--- src/rtl/snoop_coh_ctrl.sv ---
module snoop_coh_ctrl #(
  parameter int ADDR_W = 8,
  parameter int IDX_W  = 3
)(
  input  logic              clk,
  input  logic              rst_n,
  input  logic              cpu_req,
  input  logic              cpu_we,
  input  logic [ADDR_W-1:0] cpu_addr,
  output logic              cpu_done,
  output logic              bus_req,
  input  logic              bus_grant,
  output logic [1:0]        bus_cmd,
  output logic [ADDR_W-1:0] bus_addr,
  input  logic              snp_valid,
  input  logic [1:0]        snp_cmd,
  input  logic [ADDR_W-1:0] snp_addr,
  output logic              mem_abort
);
  localparam int LINES = 1 << IDX_W;
  localparam int TAG_W = ADDR_W - IDX_W;
  localparam logic [1:0] L_INV = 2'd0, L_SHR = 2'd1, L_EXC = 2'd2;
  localparam logic [1:0] C_NONE = 2'd0, C_RDM = 2'd1, C_WRM = 2'd2, C_WBK = 2'd3;
  localparam logic [1:0] P_IDLE = 2'd0, P_WBK = 2'd1, P_MISS = 2'd2;

  logic [1:0]        lst [LINES];
  logic [TAG_W-1:0]  ltg [LINES];
  logic [1:0]        ph;
  logic              rwe;
  logic [ADDR_W-1:0] radr;
  logic              done_q, abort_q;

  wire [IDX_W-1:0] s_idx = snp_addr[IDX_W-1:0];
  wire [TAG_W-1:0] s_tag = snp_addr[ADDR_W-1:IDX_W];
  wire s_act = snp_valid && (snp_cmd == C_RDM || snp_cmd == C_WRM) &&
               lst[s_idx] != L_INV && ltg[s_idx] == s_tag;

  wire [IDX_W-1:0] c_idx  = cpu_addr[IDX_W-1:0];
  wire [TAG_W-1:0] c_tag  = cpu_addr[ADDR_W-1:IDX_W];
  wire             c_same = ltg[c_idx] == c_tag;
  wire c_hit   = (lst[c_idx] == L_EXC) ? c_same : (lst[c_idx] == L_SHR && c_same && !cpu_we);
  wire c_evict = lst[c_idx] == L_EXC && !c_same;
  wire accept  = ph == P_IDLE && cpu_req && !done_q;

  wire [IDX_W-1:0] r_idx   = radr[IDX_W-1:0];
  wire [TAG_W-1:0] r_tag   = radr[ADDR_W-1:IDX_W];
  wire             r_dirty = lst[r_idx] == L_EXC && ltg[r_idx] != r_tag;

  assign bus_req   = ph == P_MISS || (ph == P_WBK && r_dirty);
  assign bus_cmd   = !bus_req ? C_NONE : (ph == P_WBK) ? C_WBK : (rwe ? C_WRM : C_RDM);
  assign bus_addr  = (ph == P_WBK) ? {ltg[r_idx], r_idx} : radr;
  assign cpu_done  = done_q;
  assign mem_abort = abort_q;

  wire won = bus_req && bus_grant;

  always_ff @(posedge clk) begin
    if (!rst_n) begin
      ph      <= P_IDLE;
      rwe     <= 1'b0;
      radr    <= '0;
      done_q  <= 1'b0;
      abort_q <= 1'b0;
      for (int i = 0; i < LINES; i++) begin
        lst[i] <= L_INV;
        ltg[i] <= '0;
      end
    end else begin
      done_q  <= 1'b0;
      abort_q <= 1'b0;
      if (s_act) begin
        abort_q <= lst[s_idx] == L_EXC;
        if (snp_cmd == C_WRM)
          lst[s_idx] <= L_INV;
        else if (lst[s_idx] == L_EXC)
          lst[s_idx] <= L_SHR;
      end
      if (!snp_valid) begin
        case (ph)
          P_IDLE: if (accept) begin
            radr <= cpu_addr;
            rwe  <= cpu_we;
            if (c_hit)        done_q <= 1'b1;
            else if (c_evict) ph     <= P_WBK;
            else              ph     <= P_MISS;
          end
          P_WBK: begin
            if (won) begin
              lst[r_idx] <= L_INV;
              ph         <= P_MISS;
            end else if (!r_dirty) begin
              ph <= P_MISS;
            end
          end
          P_MISS: if (won) begin
            ltg[r_idx] <= r_tag;
            lst[r_idx] <= rwe ? L_EXC : L_SHR;
            done_q     <= 1'b1;
            ph         <= P_IDLE;
          end
          default: ph <= P_IDLE;
        endcase
      end
    end
  end
endmodule

--- config.mk ---
export PLATFORM = sky130hd
export DESIGN_NAME = snoop_coh_ctrl
export DESIGN_NICKNAME = d
export VERILOG_FILES = /design/src/rtl/snoop_coh_ctrl.sv
export SDC_FILE = /design/constraint.sdc
export NUM_CORES = 1
export LEC_CHECK = 0
export BUFFER_PORTS_ARGS = -buffer_cell sky130_fd_sc_hd__buf_2
export CAP_MARGIN = 20
export CORE_ASPECT_RATIO = 1.2
export CORE_MARGIN = 4
export CORE_UTILIZATION = 47
export CTS_CLUSTER_SIZE = 30
export DETAILED_ROUTE_END_ITERATION = 7
export GPL_ROUTABILITY_DRIVEN = 0
export PLACE_DENSITY_LB_ADDON = 0.2
export SETUP_SLACK_MARGIN = 0.1
export SYNTH_ARGS = -nofsm -noshare
export SYNTH_HDL_FRONTEND = slang
export SYNTH_SLANG_ARGS = --single-unit
--- constraint.sdc ---
create_clock -name clk -period 4.35 [get_ports clk]
set_input_delay 0.6525 -clock clk [delete_from_list [all_inputs] [get_ports clk]]
set_output_delay 0.6525 -clock clk [all_outputs]
set_load 0.005 [all_outputs]
==> run summary <==
outcome = complete, no violations
Rows = 39
number of global-route vias before repair = 3298
Worst path max stage delay = 0.68 ns
Max-Cap Viols = 0
wire per inst = 21.66 microns
detailed placement HPWL = 9.228 mm
Die Ht = 116.5 microns
gr usage total = 0.2151
CP Max Fanout = 11
Num CTS Buffers = 9
Final nets = 451
Post-Route Utilization = 0.5339
CORE AREA = 9564 sq um
pin count of the biggest net entering global routing = 22
skew final = 0.008974 ns
worst-margin pin slew = 0.8493 ns
Num Clock Sinks = 72
final slew viol count = 0
EDFF count, synth = 56
Crit path arrival time = 3.06 ns
commonest non-fill, non-tap cell in the layout = edfxtp_1
final worst path period share = 0.8540
Required @ worst endpoint = 3.70 ns
via count = 3392
Max stage delay cell, worst path = dfxtp_1
CTS tree = built
unrepaired setup endpoints after global routing = no
initial core utilization = 0.4817
Tot Pwr = 1.719 mW
Final Hold Fails = 0
port buffer count = 36
Crit. End Element = output port
fmax = 269.2 MHz
min Tclk post-route = 3.715 ns
setup TNS = 0 ns
DRT iter0 DRCs = 275
# diodes = 0
initial antenna violation count = 0
Synth async-reset ratio = 0
CP Buf/Inv Count = 1
crit start category = register
Seq/Total Area, Yosys = 0.4345
WS Path Type = register to output port
Peak supply drop = 0.2483 mV
Mapped Cells = 405
Hold Crit Class = primary input to register
Layout area overhead = 10.84%
total grt overflow = 0
clock-pin slew on the worst setup and hold paths = 0.06 ns
die width = 98.38 microns
H-tree levels = 3
Leak = 1.884 nW
Hold Slack = 0.5804 ns
Slew HR = 0.4278
syn avg cell area = 11.38 sq um
count of different cell masters after synthesis = 50
worst-path cell chain = mux4_2, mux2i_1, xnor2_1, a211oi_1, a21oi_1, a21boi_0, buf_2
Syn Nets = 430
commonest non-fill, non-tap cells in the layout = edfxtp_1 (56), and2_1 (44), nor2_1 (42)
#FFs+latches synth = 72
predominant post-synthesis flop cell = edfxtp_1
Hold Buf Count CTS = 0
clk root buf = clkbuf_16
ANT nets after route = 0
first-pass GRT wire length = 18.35 mm
Post-Syn Area = 4607 sq um
vias per cell = 6.123
DRC violations left = 0
YS warnings = 0
Initial DRT Pass Iterations = 7
CTS resizes = 0
Skew-Pair Late Insertion Delay = 0.34 ns
I/O pin cnt = 37
share of post-route cells with drive strength above 1 = 0.2065
P per Cell Area = 336.7 nW/um^2
clk buf depth = 2
# setup viols final = 0
die area = 11460 sq um
DRT Wirelength = 12.00 mm
Post-CTS Setup Repair Bufs = 0
Crit path max-delay family = compound AO/OA/AOI/OAI gates
==> cell families after synthesis <==
| family | synth area share |
|---|---|
| adders and majority gates | 0.002715 |
| buffers and inverters | 0.03911 |
| xor gates and xnor gates | 0.02091 |
| and+or+nand+nor | 0.1754 |
| DFF | 0.4345 |
| AOI/OAI and AO/OA | 0.09126 |
| muxes | 0.2360 |
==> power breakdown <==
| group | switching [mW] | internal [mW] | total [mW] |
|---|---|---|---|
| sequential | 0.0421 | 0.766 | 0.808 |
| clock | 0.287 | 0.401 | 0.688 |
| combinational | 0.118 | 0.105 | 0.223 |
==> routing by layer <==
metal  vias to the layer above  track usage  part of all wire
met2                       124       0.3857              0.53
met1                      1697       0.2576              0.39
li1                       1550            -                 -
met5                         -            0                 0
met4                         0      0.09016             0.027
met3                        21      0.03584             0.054
==> metrics by stage <==
step | setup slack (ns) | instances | cell area [sq um]
after global routing | 0.4394 | 554 | 5106
final | 0.6350 | 554 | 5106
after detailed placement | 0.7616 | 538 | 4831
after CTS | 0.6513 | 554 | 5106
after global placement | 0.7843 | 538 | 4831
after floorplan | 1.341 | 405 | 4607
==> path summary, 6_finish.rpt <==
kind,start,to,slack (ns),depth (start not counted)
setup / recovery,register,bus_cmd[0],0.63,7
hold / removal,snp_valid,cpu_done,0.58,2
setup reg to reg,register,lst[5][0],1.15,7
hold reg to reg,rwe,rwe,0.59,2
==> flip-flops by register name (all words and copies together), names as in the netlist, named ones only <==
| register | cells |
|---|---|
| cpu_done | 1 |
| lst | 16 |
| ltg | 40 |
| mem_abort | 1 |
| ph | 2 |
| radr | 8 |
| rwe | 1 |
==> synthesized netlist by cell type (4+ instances only) <==
cell | n | area, sq um
a21oi_1 | 7 | 35.03
a22oi_1 | 11 | 82.58
and2_1 | 44 | 275.3
and3_1 | 5 | 31.28
buf_2 | 6 | 30.03
buf_4 | 4 | 30.03
clkbuf_1 | 16 | 60.06
dfxtp_1 | 16 | 320.3
edfxtp_1 | 56 | 1682
inv_1 | 11 | 41.29
mux2i_1 | 37 | 370.4
mux4_2 | 29 | 653.1
nand2_1 | 24 | 90.09
nand2b_1 | 8 | 50.05
nand3_1 | 5 | 25.02
nor2_1 | 42 | 157.7
nor2b_1 | 12 | 75.07
nor3_1 | 6 | 30.03
o21ai_0 | 12 | 60.06
xnor2_1 | 5 | 43.79
xor2_1 | 6 | 52.55
==> worst reg2reg max path, stage by stage, from the launching register on <==
cell      delay, ns
dfxtp_1        0.68
mux4_2         0.59
mux2i_1        0.23
xnor2_1        0.11
a211oi_1       0.45
a21oi_1        0.32
a32oi_1        0.41
nand2_1        0.15
==> final cells by class <==
cell class | count | area, sq um
fillers | 841 | 4458
multi-input cells | 293 | 2431
flip-flops and latches | 72 | 2002
clock buffers | 11 | 242.7
repair buffers | 39 | 202.7
well taps | 123 | 153.9
inverters | 11 | 41.29
clock inverters | 5 | 32.53
Power figures use the tool's default switching activity.
